`src/rtl/spdet_pkg.sv`:
```
package spdet_pkg;
    typedef enum logic [1:0] {
        SPD_NORMAL = 2'b00,
        SPD_DOUBLE = 2'b01,
        SPD_QUAD   = 2'b10
    } speed_e;

    localparam int NUM_CLASSES = 3;

    // nominal master cycles per frame for class index i (0 normal .. 2 quad)
    function automatic int nominal_ratio(input int base, input int idx);
        return base << (NUM_CLASSES - 1 - idx);
    endfunction
endpackage

```
`src/rtl/fclk_sync.sv`:
```
module fclk_sync (
    input  logic clk,
    input  logic rst_n,
    input  logic async_i,
    output logic rise_o
);
    typedef struct packed {
        logic s1;
        logic s2;
        logic s3;
    } sync_t;

    sync_t sync_d, sync_q;

    always_comb begin
        sync_d    = sync_q;
        sync_d.s1 = async_i;
        sync_d.s2 = sync_q.s1;
        sync_d.s3 = sync_q.s2;
    end

    always_ff @(posedge clk or negedge rst_n) begin
        if (!rst_n) sync_q <= '0;
        else        sync_q <= sync_d;
    end

    assign rise_o = sync_q.s2 & ~sync_q.s3;

    // an edge marker lasts exactly one master cycle
    p_single_pulse_r8: assert property (@(posedge clk) disable iff (!rst_n)
        rise_o |=> !rise_o);
endmodule

```
`src/rtl/ratio_meas.sv`:
```
module ratio_meas
    import spdet_pkg::*;
#(
    parameter int CNT_W      = 11,
    parameter int BASE_RATIO = 128,
    parameter int TOL        = 4
) (
    input  logic   clk,
    input  logic   rst_n,
    input  logic   rise_i,
    output speed_e cls_o,
    output logic   alock_o,
    output logic   run_ok_o
);
    localparam logic [CNT_W-1:0] CNT_MAX = {CNT_W{1'b1}};

    typedef struct packed {
        logic [CNT_W-1:0] cnt;
        logic             armed;
        logic             pv;
        speed_e           pcls;
        speed_e           mcls;
        logic             alock;
        logic [1:0]       run;
    } meas_t;

    meas_t  meas_d, meas_q;
    logic   hit;
    speed_e hit_cls;
    int     period;

    always_comb begin
        period  = int'(meas_q.cnt) + 1;
        hit     = 1'b0;
        hit_cls = SPD_NORMAL;
        for (int i = 0; i < NUM_CLASSES; i++) begin
            if (period >= nominal_ratio(BASE_RATIO, i) - TOL &&
                period <= nominal_ratio(BASE_RATIO, i) + TOL) begin
                hit     = 1'b1;
                hit_cls = speed_e'(i[1:0]);
            end
        end
    end

    always_comb begin
        meas_d = meas_q;
        if (rise_i) begin
            meas_d.cnt = '0;
            if (!meas_q.armed) begin
                meas_d.armed = 1'b1;
            end else begin
                if (meas_q.run != 2'd2) meas_d.run = meas_q.run + 2'd1;
                if (hit) begin
                    meas_d.alock = meas_q.pv && (hit_cls == meas_q.pcls);
                    meas_d.mcls  = hit_cls;
                    meas_d.pcls  = hit_cls;
                    meas_d.pv    = 1'b1;
                end else begin
                    meas_d.alock = 1'b0;
                    meas_d.pv    = 1'b0;
                end
            end
        end else if (meas_q.cnt == CNT_MAX) begin
            meas_d.armed = 1'b0;
            meas_d.run   = 2'd0;
            meas_d.pv    = 1'b0;
            meas_d.alock = 1'b0;
        end else begin
            meas_d.cnt = meas_q.cnt + 1'b1;
        end
    end

    always_ff @(posedge clk or negedge rst_n) begin
        if (!rst_n) begin
            meas_q      <= '0;
            meas_q.pcls <= SPD_NORMAL;
            meas_q.mcls <= SPD_NORMAL;
        end else begin
            meas_q <= meas_d;
        end
    end

    assign cls_o    = meas_q.mcls;
    assign alock_o  = meas_q.alock;
    assign run_ok_o = (meas_q.run == 2'd2);

    // measured class moves only on a closing frame edge
    p_class_hold_r3: assert property (@(posedge clk) disable iff (!rst_n)
        !rise_i |=> $stable(meas_q.mcls));
    // automatic lock can only rise right after a frame edge
    p_lock_on_edge_r4: assert property (@(posedge clk) disable iff (!rst_n)
        $rose(meas_q.alock) |-> $past(rise_i));
    // a saturated counter without an edge clears lock and history
    p_timeout_r6: assert property (@(posedge clk) disable iff (!rst_n)
        (meas_q.cnt == CNT_MAX && !rise_i) |=> (!meas_q.alock && meas_q.run == 2'd0));
endmodule

```
`src/rtl/speed_class_detect.sv`:
```
module speed_class_detect
    import spdet_pkg::*;
#(
    parameter int CNT_W      = 11,
    parameter int BASE_RATIO = 128,
    parameter int TOL        = 4
) (
    input  logic       mclk,
    input  logic       rst_n,
    input  logic       frame_clk,
    input  logic       auto_mode,
    input  logic [1:0] manual_sel,
    output logic [1:0] speed_class,
    output logic       locked
);
    logic   rise;
    speed_e meas_cls;
    speed_e man_cls;
    logic   alock;
    logic   run_ok;

    fclk_sync u_sync (
        .clk     (mclk),
        .rst_n   (rst_n),
        .async_i (frame_clk),
        .rise_o  (rise)
    );

    ratio_meas #(
        .CNT_W      (CNT_W),
        .BASE_RATIO (BASE_RATIO),
        .TOL        (TOL)
    ) u_meas (
        .clk      (mclk),
        .rst_n    (rst_n),
        .rise_i   (rise),
        .cls_o    (meas_cls),
        .alock_o  (alock),
        .run_ok_o (run_ok)
    );

    always_comb begin
        unique case (manual_sel)
            2'b01:   man_cls = SPD_DOUBLE;
            2'b10:   man_cls = SPD_QUAD;
            default: man_cls = SPD_NORMAL;
        endcase
    end

    assign speed_class = auto_mode ? meas_cls : man_cls;
    assign locked      = auto_mode ? alock : run_ok;

    // the unused code never reaches the output
    p_code_legal_r1: assert property (@(posedge mclk) disable iff (!rst_n)
        speed_class != 2'b11);
endmodule

```
`config.mk`:
```
export PLATFORM = sky130hd
export DESIGN_NAME = speed_class_detect
export DESIGN_NICKNAME = d
export VERILOG_FILES = /design/src/rtl/spdet_pkg.sv /design/src/rtl/fclk_sync.sv /design/src/rtl/ratio_meas.sv /design/src/rtl/speed_class_detect.sv
export SDC_FILE = /design/constraint.sdc
export NUM_CORES = 1
export LEC_CHECK = 0
export ABC_AREA = 1
export BUFFER_PORTS_ARGS = -buffer_cell sky130_fd_sc_hd__buf_2
export CORE_MARGIN = 1
export CORE_UTILIZATION = 45
export CTS_CLUSTER_SIZE = 14
export DETAILED_ROUTE_END_ITERATION = 6
export GPL_TIMING_DRIVEN = 0
export MAX_ROUTING_LAYER = met4
export SLEW_MARGIN = 20
export SYNTH_ARGS = -nofsm -noshare
export SYNTH_HDL_FRONTEND = slang
export SYNTH_HIERARCHICAL = 1
export SYNTH_SLANG_ARGS = --single-unit
```
`constraint.sdc`:
```
create_clock -name mclk -period 2 [get_ports mclk]
set_input_delay 0.2 -clock mclk [delete_from_list [all_inputs] [get_ports mclk]]
set_output_delay 0.2 -clock mclk [all_outputs]
set_load 0.02 [all_outputs]
```
# Word-level counts from Yosys, hierarchy flattened
# Cells that the tools add are included.
[word_totals]
input_bits = 6
elab_cells = 55
register_bits = 21
memories = 0
ramBits = 0
rom_bits = 0
latch_bits = 0
out_inout_bits = 3
[classes]
n_lt_le_gt_ge = 6
muxes = 18
bitwise = 2
addsub = 3
div = 0
n_reduce_logical = 8
multipliers = 0
eq_ne = 9
n_shift = 0
[ops]
columns = ["operator", "count"]
rows = [
  [">= comparator 32 x 10 -> 1 bit (second input constant)", 1],
  [">= comparator 32 x 8 -> 1 bit (second input constant)", 1],
  [">= comparator 32 x 9 -> 1 bit (second input constant)", 1],
  ["<= comparator 32 x 10 -> 1 bit (second input constant)", 1],
  ["<= comparator 32 x 11 -> 1 bit (second input constant)", 1],
  ["<= comparator 32 x 9 -> 1 bit (second input constant)", 1],
  ["two-way mux 13 bit", 1],
  ["adder 11 x 1 -> 12 bit (second input constant)", 1],
  ["adder 11 x 1 -> 11 bit (second input constant)", 1],
  ["== test 11 bit (second input constant)", 1],
  ["two-way mux 11 bit", 1],
  ["two-way mux 2 bit", 4],
  ["two-way mux 8 bit", 1],
  ["two-way mux 1 bit", 7],
  ["two-way mux 3 bit", 2],
  ["AND reduction 3 bit", 2],
  ["== test 2 bit (second input constant)", 2],
  ["logical AND 1 bit", 4],
  ["two-way mux 4 bit", 1],
  ["!= test 2 x 1 -> 1 bit (second input constant)", 2],
  ["!= test 2 bit (second input constant)", 2],
  ["case mux 2 bit (2 select lines)", 1],
  ["adder 2 x 1 -> 2 bit (second input constant)", 1],
  ["== test 2 x 1 -> 1 bit (second input constant)", 1],
  ["5 further kinds", 5],
]

# Longest topological paths before layout
# Gate-level depths: netlist of the first run.
[logic_depth]
depth_word = 10
depth_mapped = 17
mapped_depth_nobuf = 17

# Cells and area by module
# Netlist of the first run, hierarchy kept.
[by_module_without_submodules]
columns = ["mod", "cells_per_inst", "area_per_inst_um2", "seq_area_each_um2", "n_inst"]
rows = [
  ["ratio_meas", 210, 1386.3, 450.4, 1],
  ["fclk_sync", 5, 85.1, 75.1, 1],
  ["speed_class_detect", 12, 47.5, 0.0, 1],
]

# Worst setup path before layout of the first run
# OpenSTA, ideal clock, no wires.
[synth_path]
kind = "register to register"
startpoint = "reg u_meas/meas_q[9] in the netlist's numbering"
endpoint = "reg u_meas.meas_q, in the netlist u_meas/cls_o[0]"
path_slack_ns = 0.205
arrival_ns = 1.674
synth_period_minus_slack_ns = 1.795
stages_incl_launch_ff = 16
required_time_ns = 1.879
setup_ns = 0.121
n_path_buf = 0
cell_sequence = "dfrtp_1 ha_1 nand2_1 nand2_1 nor2_1 nand2_1 nor2_1 nand3_1 nand2_1 nand2_1 nand2_1 inv_2 nand3_2 nand2_4 nand2_1 o21ai_1"
[synth_via]
elab_chain_cells = 7
elab_cells_between_ends = 16
classes_between = "add/sub: 1; order compare: 6; mux: 5; reduce/logical: 4"
[synth_lines]
columns = ["item", "line_no", "source"]
rows = [
  ["from (decl)", "ratio_meas.sv:27", "meas_t meas_d, meas_q;"],
  ["from (signal assigned)", "ratio_meas.sv:79", "meas_q <= meas_d;"],
  ["adder 11 x 1 -> 12 bit (*)", "ratio_meas.sv:33", "period = int'(meas_q.cnt) + 1;"],
  [">= comparator 32 x 10 -> 1 bit / <= comparator 32 x 11 -> 1 bit (equally long branches)", "ratio_meas.sv:37, ratio_meas.sv:38", ""],
  ["logical AND 1 bit", "ratio_meas.sv:37", "if (period >= nominal_ratio(BASE_RATIO, i) - TOL &&"],
  ["two-way mux 1 bit (3 in series)", "ratio_meas.sv:37", ""],
  ["AND reduction 3 bit (no source line)", "n/a", ""],
]
# Every way passes the cells marked *; elsewhere a longest branch is shown, timed or not.
# A chain may end at the register's enable or synchronous reset.

# Final worst setup path of the first run
[layout_path]
startpoint = "reg u_meas/meas_q[10] in the netlist's numbering"
endpoint = "reg u_meas.meas_q, in the netlist u_meas/alock_o"
[layout_via]
elab_chain_cells = 10
elab_cells_between_ends = 23
classes_between = "add/sub: 1; order compare: 6; eq/ne: 2; mux: 8; reduce/logical: 6"
[layout_lines]
columns = ["item", "line_no", "source"]
rows = [
  ["adder 11 x 1 -> 12 bit", "ratio_meas.sv:33", ""],
  [">= comparator 32 x 9 -> 1 bit / <= comparator 32 x 10 -> 1 bit (equally long branches)", "ratio_meas.sv:37, ratio_meas.sv:38", ""],
  ["logical AND 1 bit", "ratio_meas.sv:37", ""],
  ["two-way mux 1 bit", "ratio_meas.sv:37", ""],
  ["two-way mux 2 bit", "ratio_meas.sv:37", ""],
  ["== test 2 bit", "ratio_meas.sv:54", "meas_d.alock = meas_q.pv && (hit_cls == meas_q.pcls);"],
  ["logical AND 1 bit", "ratio_meas.sv:54", ""],
  ["two-way mux 1 bit", "ratio_meas.sv:53", "if (hit) begin"],
  ["two-way mux 8 bit", "ratio_meas.sv:49", "if (!meas_q.armed) begin"],
  ["two-way mux 3 bit", "ratio_meas.sv:47", "if (rise_i) begin"],
]
# Several ways; a longest one is shown, not always the timed one. The select of a mux whose other input is x is not followed.

==> metrics.txt, run 1 <==
CP most frequent cell=nand2_1; routed wire length=3400 um; Commonest cells post-synth=nand2_1 (71), inv_1 (31), dfrtp_1 (21), nand3_1 (21), nor2_1 (20); reg2reg setup slack=0.07 ns; area of the mapped netlist=0.00152 mm2; worst slack, placed=-0.0778 ns; detailed-route via count=1449; Synth top area share=0.346; Tcrit/Tclk final=0.965; status=completed; clk_lat worst skew=0.31 ns; Critical Path Start Type=flop; Die ar.=0.00361 mm2; WP depth=17; footprint of the multi-input gates=928 um2; Placed Area=0.00161 mm2; Register-to-Register Path Depth=17; CP max stage delay=0.42 ns; Clock Path Buffers=2; Fill cells=322; Global Route Usage Sum=0.214; Seq cells post-synth=21; Setup CP Type=reg2reg; Post-synth EDFFs=0; post-synthesis sequential area ratio=0.346; worst r2r dst=u_meas/alock_o$_DFFE_PN0P_; critical path's top delay family=simple AND/OR/NAND/NOR gates; WL per Instance=11.7 um; core area=0.00313 mm2; Slowest-stage cell, CP=dfrtp_1; vias in the first global route=1325; worst slew pin tran=0.513 ns; unrepaired setup endpoints after global routing=yes; Fin Hold WS=0.367 ns; largest net degree at the start of global routing=22; RR Startpoint=u_meas/meas_q[10]$_DFFE_PN0P_; initial core utilization=0.486; Max Cap Viol=0; routed vias/inst=5.00; Syn Inst Count=227; worst-path cell chain=buf_6 > nand2_4 > nor2_4 > nand2_2 > nand2_2 > nand2_2 > nor2_4 > nand2_1 > nor2_1 > nand2_1 > nand2_2 > nand2_2 > nand2_1 > nand2_1 > nor2_2 > nand2_1 > nand2_1; pwr/cell area=652 mW/mm2; fin worst setup slack=0.0697 ns; Fin Clk Skew=0.00845 ns; post-synth cell types=26; leakage=0.000921 uW; Post-Place Cells=279; grt ovf=0; Mapped Nets=236; layout cells sized above 1=0.297; initial antenna violation count=0; CP endpoint kind=flop; Final Cell Area=0.00180 mm2; DRC violations left=0; crit path max fanout=6; count leader, synth=nand2_1; launch point of the worst path=u_meas/meas_q[10]$_DFFE_PN0P_; Slew Limit Fails=0; HP Class=in2async; dominant cell type by area after synthesis=dfrtp_1; Hold Fails Final Rpt=0; f_max=518 MHz; H-tree levels=1; CTS tree=done; YS warnings=6; nets=256; Diodes inserted=0; crit path DAT=2.18 ns; DP Wirelength=2530 um; clk sinks=21; Final Non-Filler Cells=290; crit path time final=1.93 ns; final setup fails=0; clock-pin slew of the registers on the worst-case setup and hold paths=0.13 ns; relative slew slack=0.658; CTS root buf=clkbuf_4; drt pass-1 iters=4; Post-synth top flop=dfrtp_1; synth top area cells=dfrtp_1 (35%), nand2_1 (18%), inv_1 (7.7%), nand3_1 (6.9%), nor2_1 (4.9%); Peak VDD IR=0.000416 V; I/O Buffers=8; Buf+Inv Stages, Crit Path=1; RePlAce Congestion=0.914; first-pass GRT wire length=5620 um; Power Total=1170 uW; ys async rst share=1.00; Die Ht=60.1 um; Routed Antenna Nets=0; # IOs=9; register area=528 um2; drt initial violations=54; end of the critical path=u_meas/alock_o$_DFFE_PN0P_; Crit path required time=2.25 ns; Die X=60.1 um; Rows=20; CTS Buf Count=3; Area Growth Syn to Fin=18.2%; syn_area_per_cell=6.69 um2
-- state kept, by name, summed over array words and instances, names as in the netlist --
signal	cells
u_meas/alock_o	1
u_meas/cls_o	2
u_meas/meas_q	15
u_sync/sync_d	2
u_sync/sync_q	1
-- cells in the final DEF (no fill, tap or decap) --
master and instances:
a31oi_1 1, o21ai_0 1, o22ai_1 1, nand4_1 3, ha_1 2, nand3_2 6, nor2_4 7, a21oi_1 10
inv_1 30, nand3_1 17, clkbuf_1 1, buf_6 1, buf_4 6, nor2_1 17, nor3_2 1, o21ai_1 3
buf_2 8, nand2_4 4, inv_2 5, o21bai_1 2, dfrtp_2 2, dfrtp_1 19, o31ai_1 1, a22o_1 1
nor2_2 11, clkinv_2 2, dlygate4sd3_1 2, nor3_1 1, ha_4 1, nand2_2 16, nand2_1 61, clkbuf_4 3
-- logic make-up after synthesis --
group | share of synthesized area
buf+inv | 0.102
fa+ha+maj | 0.0247
compound gates | 0.0750
flops | 0.346
simple gates | 0.452
-- cell type report --
class | instances | share of cell area
timing repair buffer | 15 | 0.0564
multi-input combinational | 167 | 0.517
sequential | 21 | 0.294
clock buffer | 3 | 0.0125
buffer | 3 | 0.0105
tap | 44 | 0.0307
inverter | 36 | 0.0760
clock inverter | 1 | 0.00279
-- power breakdown --
group	internal [uW]	switching [uW]
clock	74.7	136
combinational	165	253
sequential	479	63.1
-- timing repair --
| action | in CTS | in global routing |
|---|---|---|
| pin swaps | 0 | 10 |
| resized for setup | 2 | 27 |
| endpoints found under the setup margin | 3 | 4 |
| hold buffers | 2 | 0 |
| hold endpoints to repair | 22 | 0 |
| buffers inserted | 2 | 3 |
-- metrics by stage --
stage / util / TNS [ns]
finish: 0.574 / 0
global route: 0.574 / -0.356
CTS: 0.537 / 0
detailed placement: 0.516 / -0.192
global placement: 0.516 / -0.0941
floorplan: - / 0
-- worst min path at each step --
stage / from / endpoint / slack (ns) / cells past startpoint
floorplan: rst_n / u_meas/alock_o$_DFFE_PN0P_ / -0.1 / 0
global placement: rst_n / u_meas/meas_q[14]$_DFFE_PN0P_ / 0.18 / 1
detailed placement: rst_n / u_meas/meas_q[14]$_DFFE_PN0P_ / 0.19 / 1
CTS: rst_n / u_meas/meas_q[14]$_DFFE_PN0P_ / 0.36 / 2
global route: u_sync/sync_d[1]$_DFF_PN0_ / u_sync/sync_d[0]$_DFF_PN0_ / 0.38 / 0
finish: rst_n / u_meas/meas_q[14]$_DFFE_PN0P_ / 0.37 / 2
-- metal layers --
| metal | GRT usage | vias up | routed length, um |
|---|---|---|---|
| li1 | - | 746 | - |
| met1 | 0.282 | 678 | 1590 |
| met2 | 0.334 | 23 | 1680 |
| met3 | 0.0195 | 2 | 124 |
| met4 | 0.0864 | 0 | 14 |
| met5 | - | - | 0 |
No activity file was read; power rests on OpenSTA's default activity.
==> run 2: changes to the inputs <==
ABC_AREA = unset   (was 1)
==> metrics.txt, run 2 <==
Commonest cells post-synth=dfrtp_1 (21), nand2_1 (16), a21oi_1 (13); routed wire length on met2=1400 um (-17%); Final Cell Area=0.00166 mm2 (-7.7%); combinational family with the most area after synthesis=simple AND/OR/NAND/NOR gates; routed vias/inst=5.82 (+16%); Synth top area share=0.377 (+0.0311); pwr/cell area=725 mW/mm2 (+11%); Crit path required time=2.21 ns (-0.04 ns); Post-synth EDFFs=0 (unchanged); most frequent cells in the layout=nand2_1 (16), dfrtp_1 (15), a21oi_1 (12), buf_4 (12); Die Ht=57.7 um (-4.1%); YS warnings=6 (unchanged); Synth Area in Compound Gates=0.178 (+0.103); end of the critical path=u_meas/cls_o[0]$_DFFE_PN0P_; layout cells sized above 1=0.374 (+0.0775); post-synthesis sequential area ratio=0.377 (+0.0311); initial core utilization=0.489 (+0.00300); f_max=429 MHz (-17%); Routed Antenna Nets=0 (unchanged); vias in the first global route=1064 (-20%); first-pass GRT wire length=4750 um (-16%); crit path max fanout=4 (-2); Setup CP Type=reg2reg; RePlAce Congestion=0.842 (-7.9%); XOR/XNOR Fraction of Synth Area=0.0817 (+0.0817); worst r2r dst=u_meas/cls_o[0]$_DFFE_PN0P_; crit path DAT=2.54 ns (+0.36 ns); max FFs per register=15 (unchanged); post-synthesis mux area share=0.0431 (+0.0431); H-tree levels=1 (unchanged); Hold Fails Final Rpt=0 (unchanged); unrepaired setup endpoints after global routing=yes; crit path time final=2.33 ns (+0.402 ns); CTS root buf=clkbuf_4; Register-to-Register Path Depth=7 (-10); fin worst setup slack=-0.333 ns (-0.402 ns); RR Startpoint=u_meas/meas_q[10]$_DFFE_PN0P_; leakage=0.000720 uW (-22%); Seq cells post-synth=21 (unchanged); Global Route Usage Sum=0.190 (-0.0239); syn_area_per_cell=9.82 um2 (+47%); relative slew slack=0.672 (+0.0142); area of the mapped netlist=0.00139 mm2 (-8.2%); Syn Inst Count=142 (-37%); clk_lat worst skew=0.31 ns (about the same); violated checks=design-rule violations, negative setup slack; clock-pin slew of the registers on the worst-case setup and hold paths=0.13 ns (about the same); Die X=57.7 um (-4.1%); post-synthesis simple-gate area fraction=0.232 (-0.221); launch point of the worst path=u_meas/meas_q[10]$_DFFE_PN0P_; dominant cell type by area after synthesis=dfrtp_1; initial antenna violation count=0 (unchanged); Diodes inserted=0 (unchanged); # IOs=9 (unchanged); Placed Area=0.00149 mm2 (-7.4%); Power Total=1200 uW (+2.6%); Post-synth top flop=dfrtp_1; worst slew pin tran=0.492 ns (-0.0212 ns); routed wire length=2970 um (-13%); wl on met1=1460 um (-7.8%); synth top area cells=dfrtp_1 (38%), xnor2_1 (5.7%), a21oi_1 (4.7%), nand2_1 (4.3%), o21ai_0 (2.9%); Peak VDD IR=0.000380 V (-8.6%); core area=0.00285 mm2 (-8.8%); Critical Path Start Type=flop; largest net degree at the start of global routing=22 (unchanged); detailed-route via count=1129 (-22%); Clock Path Buffers=2 (unchanged); nets=173 (-32%); HP Class=in2async; CP endpoint kind=flop; Area Growth Syn to Fin=18.9%; Max Cap Viol=0 (unchanged); WL per Instance=15.3 um (+30%); drt pass-1 iters=6 (+2); DRC violations left=1 (+1); final setup fails=4 (+4); CTS Buf Count=3 (unchanged); reg2reg setup slack=-0.33 ns (-0.40 ns); Die ar.=0.00332 mm2 (-8.0%); Fin Clk Skew=0.0134 ns (+0.00493 ns); area share of fa/ha/maj cells after synthesis=0.0269 (+0.00222); grt ovf=0 (unchanged); post-synth cell types=46 (+77%); CTS tree=done; most common cell after layout, fill and taps aside=nand2_1; worst slack, placed=-0.381 ns (-0.303 ns); ys async rst share=1.00 (unchanged); Rows=19 (-5.0%); count leader, synth=dfrtp_1; clk sinks=21 (unchanged); drt initial violations=55 (+1.9%); DR top layer=met4; DP Wirelength=1930 um (-24%); Slew Limit Fails=0 (unchanged); Tcrit/Tclk final=1.17 (+0.201); status=finished, violations left; I/O Buffers=8 (unchanged); metal3 WL=77 um (-38%); Reg with most FFs=u_meas/meas_q; Mapped Nets=151 (-36%)
[run 2: cell families (layout without fill, tap and decap cells)]
group,after synthesis,in the layout
simple gates,54,54
flops,21,21
xor+xnor,13,13
mux,5,5
compound gates,33,33
buf+inv,13,34
fa+ha+maj,3,3
[run 2: critical path, stage by stage, from the launching register on]
cell      delay [ns]
dfrtp_2         0.46
and3_4          0.19
or4_4           0.42
a221oi_4        0.35
nand3_2         0.15
o32ai_4         0.29
a31oi_4         0.07
mux2_4          0.31
[run 2: timing repair]
item | in CTS | in global routing
hold buffers | 2 | 0
pin swaps | 5 | 7
resized for setup | 10 | 8
endpoints found under the setup margin | 14 | 14
endpoints found under the hold margin | 22 | 0
setup buffers | 6 | 4
[run 2: stage by stage]
stage                     instances   util  hold WS, ns  TNS [ns]
after floorplan                 142      -      -0.0956    -0.293
after global placement          181  0.524        0.184    -0.906
after detailed placement        181  0.524        0.195     -1.04
after CTS                       190  0.558        0.375    -0.797
after global routing            194  0.581        0.378     -1.34
final                           194  0.581        0.368    -0.995
[run 2: worst min path at each step]
| stage | endpoint | depth (start not counted) |
|---|---|---|
| 2_1_floorplan | u_meas/alock_o$_DFFE_PN0P_ | 0 |
| 3_3_place_gp | u_meas/meas_q[10]$_DFFE_PN0P_ | 1 |
| 3_5_place_dp | u_meas/meas_q[10]$_DFFE_PN0P_ | 1 |
| 4_1_cts | u_sync/sync_d[0]$_DFF_PN0_ | 2 |
| 5_1_grt | u_sync/sync_d[0]$_DFF_PN0_ | 0 |
| 6_report | u_sync/sync_d[0]$_DFF_PN0_ | 2 |
[run 2: layer usage]
metal | track usage | vias to the layer above
met2 | 0.289 | 24
met3 | 0.0201 | 4
met4 | 0.0612 | 0
met5 | - | -
met1 | 0.267 | 553
li1 | - | 548
[run 2: where the power goes]
group,internal (uW),switching [uW]
registers,480,79.6
clock network,74.5,135
logic,211,221
total,766,435
[run 2: cell type report]
type / count / area [um2]
Inverter: 4 / 15.0
Buffer: 6 / 48.8
Fill cell: 248 / 1200
Sequential cell: 21 / 533
Timing Repair Buffer: 20 / 135
Clock inverter: 1 / 5.00
Multi-Input combinational cell: 108 / 858
Clock buffer: 3 / 22.5
Tap cell: 31 / 38.8
